### config.mk
export PLATFORM = sky130hd
export DESIGN_NAME = dbg_trig_match
export DESIGN_NICKNAME = d
export VERILOG_FILES = /design/src/rtl/dtm_pkg.sv /design/src/rtl/dtm_trig_bank.sv /design/src/rtl/dtm_cmp.sv /design/src/rtl/dtm_resolve.sv /design/src/rtl/dbg_trig_match.sv
export SDC_FILE = /design/constraint.sdc
export NUM_CORES = 2
export LEC_CHECK = 0
export ABC_CLOCK_PERIOD_IN_PS = 7600
export BUFFER_PORTS_ARGS = -buffer_cell sky130_fd_sc_hd__buf_4
export CAP_MARGIN = 20
export CORE_MARGIN = 2
export CORE_UTILIZATION = 55
export DETAILED_ROUTE_END_ITERATION = 7
export PLACE_DENSITY = 0.76
export RECOVER_POWER = 25
export SYNTH_ARGS = -nofsm -noshare
export SYNTH_HDL_FRONTEND = slang
export SYNTH_SLANG_ARGS = --single-unit
### constraint.sdc
create_clock -name clk -period 7.6 [get_ports clk]
set_input_delay 1.52 -clock clk [delete_from_list [all_inputs] [get_ports clk]]
set_output_delay 1.52 -clock clk [all_outputs]
set_load 0.02 [all_outputs]
### src/rtl/dtm_pkg.sv
package dtm_pkg;
   // access kinds
   localparam logic [1:0] KIND_FETCH = 2'd0;
   localparam logic [1:0] KIND_LOAD  = 2'd1;
   localparam logic [1:0] KIND_STORE = 2'd2;
   // privilege levels
   localparam logic [1:0] LVL_U = 2'd0;
   localparam logic [1:0] LVL_S = 2'd1;
   localparam logic [1:0] LVL_M = 2'd3;
   // compare modes
   localparam logic [2:0] CMP_EQ     = 3'd0;
   localparam logic [2:0] CMP_RANGE  = 3'd1;
   localparam logic [2:0] CMP_GE     = 3'd2;
   localparam logic [2:0] CMP_LT     = 3'd3;
   localparam logic [2:0] CMP_LOMASK = 3'd4;
   localparam logic [2:0] CMP_HIMASK = 3'd5;

   typedef struct packed {
      logic [2:0] action;
      logic       chain;
      logic [2:0] mode;
      logic       use_data;
      logic       en_m;
      logic       en_s;
      logic       en_u;
      logic       en_store;
      logic       en_load;
      logic       en_fetch;
   } trig_ctl_t;

   localparam int CTL_W = $bits(trig_ctl_t);
endpackage

### src/rtl/dtm_trig_bank.sv
module dtm_trig_bank
   import dtm_pkg::*;
#(
   parameter int NUM_TRIG = 4,
   parameter int XLEN     = 64,
   localparam int IDX_W   = $clog2(NUM_TRIG)
) (
   input  logic                           clk,
   input  logic                           rst_n,
   input  logic                           wr_en,
   input  logic                           wr_cmp,
   input  logic [IDX_W-1:0]               wr_idx,
   input  logic [XLEN-1:0]                wr_data,
   output trig_ctl_t [NUM_TRIG-1:0]       ctl_q,
   output logic [NUM_TRIG-1:0][XLEN-1:0]  cmp_q
);
   for (genvar g = 0; g < NUM_TRIG; g++) begin : g_slot
      logic sel;
      assign sel = wr_en && (wr_idx == IDX_W'(g));

      always_ff @(posedge clk) begin
         if (!rst_n) begin
            ctl_q[g] <= '0;
            cmp_q[g] <= '0;
         end else if (sel) begin
            if (wr_cmp) cmp_q[g] <= wr_data;
            else        ctl_q[g] <= trig_ctl_t'(wr_data[CTL_W-1:0]);
         end
      end
   end
endmodule

### src/rtl/dtm_cmp.sv
module dtm_cmp
   import dtm_pkg::*;
#(
   parameter int XLEN = 64
) (
   input  trig_ctl_t         ctl,
   input  logic [XLEN-1:0]   cmp_val,
   input  logic [1:0]        kind,
   input  logic [1:0]        priv,
   input  logic [XLEN-1:0]   addr,
   input  logic [XLEN-1:0]   data,
   input  logic              narrow,
   output logic              match
);
   localparam int HALF  = XLEN / 2;
   localparam int NHALF = (XLEN > 32) ? 16 : HALF;

   logic            narrow_eff;
   logic [XLEN-1:0] wmask;

   if (XLEN > 32) begin : g_wide
      assign narrow_eff = narrow;
      assign wmask = narrow ? {{(XLEN-32){1'b0}}, {32{1'b1}}} : {XLEN{1'b1}};
   end else begin : g_native
      assign narrow_eff = 1'b0;
      assign wmask = {XLEN{1'b1}};
      logic unused_narrow;
      assign unused_narrow = narrow;
   end

   logic [XLEN-1:0] val, cv, tail_ones, keep, hmask, vhigh;
   logic            kind_ok, priv_ok, val_ok;

   assign val       = (ctl.use_data ? data : addr) & wmask;
   assign cv        = cmp_val & wmask;
   assign tail_ones = cv & ~(cv + {{(XLEN-1){1'b0}}, 1'b1});
   assign keep      = ~tail_ones;
   assign hmask     = narrow_eff ? (cv >> NHALF) : (cv >> HALF);
   assign vhigh     = narrow_eff ? (val >> NHALF) : (val >> HALF);

   always_comb begin
      unique case (kind)
         KIND_FETCH: kind_ok = ctl.en_fetch;
         KIND_LOAD:  kind_ok = ctl.en_load;
         KIND_STORE: kind_ok = ctl.en_store;
         default:    kind_ok = 1'b0;
      endcase
      unique case (priv)
         LVL_U:   priv_ok = ctl.en_u;
         LVL_S:   priv_ok = ctl.en_s;
         LVL_M:   priv_ok = ctl.en_m;
         default: priv_ok = 1'b0;
      endcase
      unique case (ctl.mode)
         CMP_EQ:     val_ok = (val == cv);
         CMP_RANGE:  val_ok = ((val & keep) == (cv & keep));
         CMP_GE:     val_ok = (val >= cv);
         CMP_LT:     val_ok = (val < cv);
         CMP_LOMASK: val_ok = ((val & hmask) == (cv & hmask));
         CMP_HIMASK: val_ok = ((vhigh & hmask) == (cv & hmask));
         default:    val_ok = 1'b0;
      endcase
   end

   assign match = kind_ok && priv_ok && val_ok;
endmodule

### src/rtl/dtm_resolve.sv
module dtm_resolve #(
   parameter int NUM_TRIG = 4,
   localparam int IDX_W   = $clog2(NUM_TRIG)
) (
   input  logic [NUM_TRIG-1:0]       match,
   input  logic [NUM_TRIG-1:0]       chain,
   input  logic [NUM_TRIG-1:0][2:0]  action,
   output logic                      hit,
   output logic [IDX_W-1:0]          hit_idx,
   output logic [2:0]                hit_action
);
   logic [NUM_TRIG:0]   ok_v;
   logic [NUM_TRIG-1:0] fire;

   assign ok_v[0] = 1'b1;
   for (genvar g = 0; g < NUM_TRIG; g++) begin : g_link
      assign fire[g]   = !chain[g] && ok_v[g] && match[g];
      assign ok_v[g+1] = chain[g] ? (ok_v[g] && match[g]) : 1'b1;
   end

   logic unused_tail;
   assign unused_tail = ok_v[NUM_TRIG];

   always_comb begin
      hit        = 1'b0;
      hit_idx    = '0;
      hit_action = '0;
      for (int i = NUM_TRIG - 1; i >= 0; i--) begin
         if (fire[i]) begin
            hit        = 1'b1;
            hit_idx    = IDX_W'(i);
            hit_action = action[i];
         end
      end
   end
endmodule

### src/rtl/dbg_trig_match.sv
module dbg_trig_match
   import dtm_pkg::*;
#(
   parameter int NUM_TRIG = 4,
   parameter int XLEN     = 64,
   localparam int IDX_W   = $clog2(NUM_TRIG)
) (
   input  logic              clk,
   input  logic              rst_n,
   input  logic              cfg_we,
   input  logic              cfg_cmp,
   input  logic [IDX_W-1:0]  cfg_idx,
   input  logic [XLEN-1:0]   cfg_wdata,
   input  logic              acc_valid,
   input  logic [1:0]        acc_kind,
   input  logic [XLEN-1:0]   acc_addr,
   input  logic [XLEN-1:0]   acc_data,
   input  logic [1:0]        acc_priv,
   input  logic              halted,
   input  logic              narrow,
   output logic              hit,
   output logic [IDX_W-1:0]  hit_idx,
   output logic [2:0]        hit_action
);
   if (NUM_TRIG < 2 || NUM_TRIG > 64) begin : g_bad_count
      $error("dbg_trig_match: NUM_TRIG must lie in 2..64");
   end
   if (XLEN != 32 && XLEN != 64) begin : g_bad_xlen
      $error("dbg_trig_match: XLEN must be 32 or 64");
   end

   trig_ctl_t [NUM_TRIG-1:0]      ctl_q;
   logic [NUM_TRIG-1:0][XLEN-1:0] cmp_q;
   logic [NUM_TRIG-1:0]           match, chain;
   logic [NUM_TRIG-1:0][2:0]      action;
   logic                          gate;

   assign gate = acc_valid && !halted;

   dtm_trig_bank #(.NUM_TRIG(NUM_TRIG), .XLEN(XLEN)) u_bank (
      .clk(clk), .rst_n(rst_n), .wr_en(cfg_we), .wr_cmp(cfg_cmp),
      .wr_idx(cfg_idx), .wr_data(cfg_wdata), .ctl_q(ctl_q), .cmp_q(cmp_q)
   );

   for (genvar g = 0; g < NUM_TRIG; g++) begin : g_trig
      logic m;
      dtm_cmp #(.XLEN(XLEN)) u_cmp (
         .ctl(ctl_q[g]), .cmp_val(cmp_q[g]), .kind(acc_kind), .priv(acc_priv),
         .addr(acc_addr), .data(acc_data), .narrow(narrow), .match(m)
      );
      assign match[g]  = gate && m;
      assign chain[g]  = ctl_q[g].chain;
      assign action[g] = ctl_q[g].action;
   end

   dtm_resolve #(.NUM_TRIG(NUM_TRIG)) u_res (
      .match(match), .chain(chain), .action(action),
      .hit(hit), .hit_idx(hit_idx), .hit_action(hit_action)
   );
endmodule

==> results.md, run 1 <==
- Summed over all nets, the half-perimeter wirelength after detailed placement is 159 mm.
- Each instance of the synthesized netlist takes up on average 7.23 sq um.
- The number of distinct library cell variants in the gate-level netlist after synthesis is 86.
- The last stage the flow got to is global routing.
- Buffers placed on the I/O ports in this run total 210.
- The flow did not finish.
- The height of the chip is 254 microns.
- The post-place instance area is 38200 sq um.
- Sorting the synthesized cells by area gives the leading types as sky130_fd_sc_hd__dfxtp_1, sky130_fd_sc_hd__nand2_1, sky130_fd_sc_hd__ha_1, sky130_fd_sc_hd__mux2i_1, sky130_fd_sc_hd__a21boi_0.
- The setup fix buffers added after clock tree synthesis is 0.
- The post-synthesis sequential element count is 312.
- The tree built by TritonCTS fans out to between 300 and 400 sinks.
- The top-level I/O count is 211.
- The cell count after synthesis is 4753.
- The number of global-route vias before repair came to 43222.
- For this run, the total global-route usage over all layers was measured as 67.6%.
- The first-pass GRT wire length is 316 mm.
- From left edge to right edge, the die measures 254 microns.
- In this run, post-CTS hold repair placed 0 buffers.
- Counting flops with an async set or reset pin after synthesis yields a share of 0%.
- Entering global routing, the biggest net connects roughly 120 pins.
- The weighted congestion reported at the end of routability-driven placement is 1.28.
- The total congestion overflow is 147.
- The clock passes through at most 3 buffers.
- The sequential area share after synthesis is 18.2%.
- The cell area that synthesis handed to floorplanning was 34400 sq um.
- The number of H-tree branching levels is 2.
- Summed over all instances, the cell type with the most area after synthesis is sky130_fd_sc_hd__dfxtp_1.
- Once the floorplan was initialized, standard cells occupied a little under three fifths of the core.
- The net count of the mapped netlist is roughly 5200.
- The floorplan has 91 rows.
- The synthesized design contains 0 enable-type register cells.
- The number of buffers added by the clock tree synthesis step is 38.
- The first error in the log reads "[ERROR GRT-0116] Global routing finished with congestion. Check the congestion regions in the DRC Viewer".
- CTS placed an instance of sky130_fd_sc_hd__clkbuf_16 at the clock tree root.
- The most used flip-flop cell after synthesis is sky130_fd_sc_hd__dfxtp_1.
- Of the post-synthesis cell area, the dominant cell type holds around 18%.
- The count of warnings emitted by yosys is 0.
cells by family after synthesis:
family	synth area share, %
AOI/OAI and AO/OA	21.2
xor gates and xnor gates	3.26
adders and majority gates	9.52
buffers and inverters	7.14
DFF	18.2
muxes	13.8
and+or+nand+nor	26.9
Yosys cell counts, drive strengths merged, types with 10 or more instances:
cell	instances
a2111oi	17
a211oi	29
a21boi	328
a21o	26
a21oi	215
a221oi	23
a22oi	18
a311oi	11
a31oi	29
and2	16
and3	38
and4	18
buf	95
clkbuf	180
dfxtp	312
ha	260
inv	327
mux2	37
mux2i	298
mux4	60
nand2	914
nand2b	19
nand3	114
nand4	151
nor2	283
nor2b	70
nor3	170
nor4	110
o2111ai	10
o211ai	17
o21a	10
o21ai	132
o22ai	89
o311ai	10
o31ai	19
o32ai	11
or3	14
or4	15
xnor2	128
metal layers:
| metal | global-route usage, % | overflow |
|---|---|---|
| met5 | 15.6 | 0 |
| met4 | 61.4 | 79 |
| met3 | 47.9 | 0 |
| met2 | 86.5 | 67 |
| met1 | 71.1 | 1 |
per-stage QoR:
step                      cells  worst slack [ns]  setup TNS (ns)
after detailed placement   5819            -0.119          -0.161
after floorplan            4753            0.0417               0
after CTS                  5888            0.0332               0
after global placement     5819           -0.0402         -0.0404
repair_timing:
item,in CTS
endpoints found under the setup margin,3
cloned,0
endpoints found under the hold margin,0
gates resized for setup,1
==> inputs of run 2 (changes only) <==
--- a/config.mk
+++ b/config.mk
@@ -5,13 +5,13 @@
 export SDC_FILE = /design/constraint.sdc
 export NUM_CORES = 2
 export LEC_CHECK = 0
-export ABC_CLOCK_PERIOD_IN_PS = 7600
+export ABC_CLOCK_PERIOD_IN_PS = 9900
 export BUFFER_PORTS_ARGS = -buffer_cell sky130_fd_sc_hd__buf_4
 export CAP_MARGIN = 20
 export CORE_MARGIN = 2
-export CORE_UTILIZATION = 55
+export CORE_UTILIZATION = 40
 export DETAILED_ROUTE_END_ITERATION = 7
-export PLACE_DENSITY = 0.76
+export PLACE_DENSITY_LB_ADDON = 0.15
 export RECOVER_POWER = 25
 export SYNTH_ARGS = -nofsm -noshare
 export SYNTH_HDL_FRONTEND = slang
==> constraint.sdc (replaced) <==
create_clock -name clk -period 9.9 [get_ports clk]
set_input_delay 1.98 -clock clk [delete_from_list [all_inputs] [get_ports clk]]
set_output_delay 1.98 -clock clk [all_outputs]
set_load 0.02 [all_outputs]
==> run 2 against run 1 <==
Net effect:
- the flow now finishes, with violations (max-capacitance violations, max-slew violations)
- synthesized area is the same
- synthesized cell count unchanged
==> results.md, run 2 <==
- The number of buffers added by the clock tree synthesis step is 40.
- The cell row count is approximately 110.
- Measured along the x axis, the die boundary spans between 200 and 300 microns.
- The worst-case headroom to the max-slew limit is -157%.
- The first global-routing pass estimated 313 mm of wire.
- In this run the post-CTS setup repair buffer count came out at 0.
- In the final timing run, aggregate negative setup slack is 0 ns.
- Clock-pin slew was measured on the worst setup and hold paths at 0.06 ns.
- For this run, the slowest stage of the critical path takes 0.60 ns.
- The post-synthesis sequential element count is 312.
- Total power for the finished layout comes to 0.00406 W.
- The library cell appearing most often on the critical path is sky130_fd_sc_hd__o21ai_0.
- Setup repair after global routing left no endpoint under its margin.
- The detailed-route DRC error count is 0.
- The area growth from synthesis to layout is 12.1%.
- The largest family of logic cells by synthesized area is simple AND/OR/NAND/NOR gates.
- On the critical path the largest part of the delay comes from compound AO/OA/AOI/OAI gates.
- The most used flip-flop cell after synthesis is sky130_fd_sc_hd__dfxtp_1.
- Ranked by total cell area, the synthesized netlist is headed by sky130_fd_sc_hd__dfxtp_1, sky130_fd_sc_hd__nand2_1, sky130_fd_sc_hd__ha_1, sky130_fd_sc_hd__mux2i_1, sky130_fd_sc_hd__a21boi_0.
- On the final layout, the worst hold slack is ~0.47 ns.
- The worst-margin pin slew is 3.86 ns.
- The routed design could run at a clock period as short as about 9 ns.
- The number of global-route vias before repair is 38855.
- Of the total synthesized cell area, the portion taken by AND, OR, NAND and NOR gates is 26.9%.
- Leaving out fill and tap cells, the most frequent cell in the layout is sky130_fd_sc_hd__nand2_1.
- In this run the power spent charging and discharging nets is about 0.0016 W.
- STA classifies the critical path endpoint as an output pin.
- Routability-driven placement finished with a final weighted congestion of 1.12.
- The total routed wirelength is 232 mm.
- The largest driver fanout on the critical path is 46.
- During I/O placement, the number of pins put on the boundary was 211.
- The cell internal power dissipation is approximately 0.0025 W.
- The total power density per cell area is ~110 nW/um^2.
- The synthesized-area fraction occupied by ao, oa, aoi and oai cells is 21.2%.
- Among all stages on the critical path, the largest delay is contributed by sky130_fd_sc_hd__a2111oi_0.
- The run finished, with violations left.
- The post-synthesis average cell area is 7.23 sq um.
- The top cell types in the final layout, fill and taps aside, are sky130_fd_sc_hd__nand2_1, sky130_fd_sc_hd__a21boi_0, sky130_fd_sc_hd__inv_1.
- The total area inside the core boundary comes to approximately 85000 sq um.
- The setup skew after layout is 0 ns.
- The share of the synthesized netlist area taken by xor and xnor gates is around 3.3%.
- The combined global-route utilization of all metal layers is between 50% and 60%.
- The per-cell via count in the routed design is 6.91.
- The achievable frequency is 110 MHz.
- The TritonCTS sink count is 312.
- In this run, the combinational gates consume between 20% and 30% of the power.
- For this block, the initial DRC count from the detailed router was 6820.
- The signal on the critical path passes through buf_8, clkinv_2, buf_4, nand2_1, ha_1, a2111oi_0, o21ai_0, o2111ai_1, a211oi_1, a2111oi_0, o21ai_0, o21ai_0, nand4b_1, a31oi_1, inv_1, nor4_1, a21oi_1, a221oi_2, buf_4.
- IR analysis of the VDD net gives a maximum drop of around 0.15 mV.
- Setup violations remaining at the end of the flow were counted as 0.
- In the final routed layout, each cell accounts on average for 38.4 microns.
- Clock latency on the worst-skew pair, taken at its later pin, is 0.63 ns.
- The share of async-settable or async-resettable flops after synthesis is 0%.
- Port buffering added 210 buffers.
- The flip-flop count of the largest register, all copies and words added is 256.
- The worst setup path is launched from an input port.
- The count of warnings emitted by yosys is 0.
- The commonest cells after synthesis are sky130_fd_sc_hd__nand2_1, sky130_fd_sc_hd__a21boi_0, sky130_fd_sc_hd__inv_1.
- No sink is reached through more buffers than the 3 on the longest clock path.
- In this run, flip-flops and latches consume 33.1% of the power.
- The starting utilization of the core area is 40.4%.
- The switching share of power is a little under two fifths.
- The share of cells above drive strength 1 is 10.5%.
- The clock tree from TritonCTS is yes.
- The classification of the worst-slack hold path is register to register.
- The worst path uses 92.1% of the clock period.
- The die is 297 microns tall.
- The classification of the worst setup path is input port to output pin.
- For this run, the detailed router's first-pass iteration total came to 7.
- The net count of the mapped netlist is 5218.
- The number of hold buffers added after CTS is 0.
- Clock tree synthesis selected as its root buffer the cell sky130_fd_sc_hd__clkbuf_16.
- The synthesized design devotes to its leading area cell type a little under a fifth of total area.
- The arrival time at the worst endpoint is around 7.1 ns.
- The max-slew violation count was 260.
- The checks that failed: max-capacitance violations, max-slew violations.
- The routed layout has 41677 vias.
- The final number of hold-violating endpoints is 0.
- The filler cell count in the final layout is 8984.
- The share of the Yosys chip area taken by registers is 18.2%.
- The mux contribution to synthesized area is 13.8%.
- The total congestion overflow is 0.
- At the end of the flow, the number of nets in the layout was about 5300.
- In the final layout, the registers with the most flip-flops are u_bank.cmp_q (256), u_bank.ctl_q (56).
- The cell area after technology mapping is 34400 sq um.
- Ranked by flip-flop count, first place goes to u_bank.cmp_q.
- Once detailed placement completed, the half-perimeter wirelength came to 179 mm.
- The number of antenna-violating nets in the routed design is 0.
- The adder and majority gate portion of the synthesized area is 9.52%.
- STA puts the critical path data required time at 7.92 ns.
- The netlist uses 86 different library cells.
- The critical path contains buffers and inverters numbering 5 combined.
- The number of H-tree branching levels is 2.
- Entering global routing, the biggest net connects ~170 pins.
- In the post-synthesis netlist, the cell with the most instances is sky130_fd_sc_hd__nand2_1.
- The area of the die is 88300 sq um.
- The cell count after synthesis is 4753.
- The biggest area consumer among synthesized cells is sky130_fd_sc_hd__dfxtp_1.
- The initial antenna violation count came to 35.
- The number of resized instances in the post-cts repair step is 0.
- The relative contribution of the clock network to total power is 37.4%.
- The leakage dissipation is 13.1 nW.
- The tool flagged a number of max-cap violations equal to 4.
- The number of flops mapped to enable cells by yosys is 0.
==> run 2: cell counts after synthesis <==
Identical to the previous run, type by type.
==> run 2: cells by family after synthesis <==
logic type	count (synthesis)
xor+xnor	128
compound gates	1073
buf+inv	604
flops	312
fa+ha+maj	262
simple gates	1979
mux	395
==> run 2: tightest hold or removal path, cell delays in order, from the launching register on <==
cell                       delay (ns)
sky130_fd_sc_hd__dfxtp_1         0.31
sky130_fd_sc_hd__nand2_1         0.05
sky130_fd_sc_hd__a21boi_0        0.06
==> run 2: area by class of cell <==
cell class | count | area (sq um) | area share (%)
clock inverters | 17 | 178 | 0.461
diodes | 17 | 42.5 | 0.110
clock buffers | 54 | 1120 | 2.92
well taps | 1144 | 1430 | 3.72
flip-flops and latches | 312 | 6260 | 16.3
repair buffers | 324 | 2540 | 6.60
multi-input cells | 3837 | 25700 | 66.7
inverters | 329 | 1240 | 3.21
==> run 2: per-layer routing <==
metal	vias to the layer above	routed length, microns	track usage, %
li1	17368	-	-
met1	19877	84500	60.8
met2	3476	93600	72.3
met3	938	31100	17.0
met4	18	22600	40.0
met5	-	162	0
==> run 2: path summary, 6_finish.rpt <==
kind	from	to	slack [ns]	depth (start not counted)
setup / recovery	narrow	hit_action[1]	0.78	19
hold / removal	u_bank.ctl_q[40]	u_bank.ctl_q[40]	0.47	2
setup reg to reg	u_bank.ctl_q[48]	u_bank.ctl_q[48]	8.50	3
hold reg to reg	u_bank.ctl_q[40]	u_bank.ctl_q[40]	0.47	2
==> run 2: power groups by stage <==
stage | combinational (W) | clock, W | sequential, W
after floorplan | 0.000569 | 0 | 0.00133
after global placement | 0.00112 | 0 | 0.00137
after detailed placement | 0.00111 | 0 | 0.00137
after CTS | 0.00112 | 0.00152 | 0.00134
after global routing | 0.00121 | 0.00157 | 0.00134
final | 0.00120 | 0.00152 | 0.00134
==> run 2: stage by stage <==
| step | std cells | utilization [%] | setup WS [ns] | cell area, sq um |
|---|---|---|---|---|
| 6_report | 6034 | 45.2 | 0.780 | 38500 |
| 5_1_grt | 6017 | 45.2 | 0.469 | 38500 |
| 4_1_cts | 6016 | 45.2 | 0.919 | 38500 |
| 3_5_place_dp | 5945 | 43.7 | 0.942 | 37200 |
| 3_3_place_gp | 5945 | 43.7 | 1.09 | 37200 |
| 2_1_floorplan | 4753 | - | 0.780 | 34400 |
No activity file was read; power rests on OpenSTA's default activity.
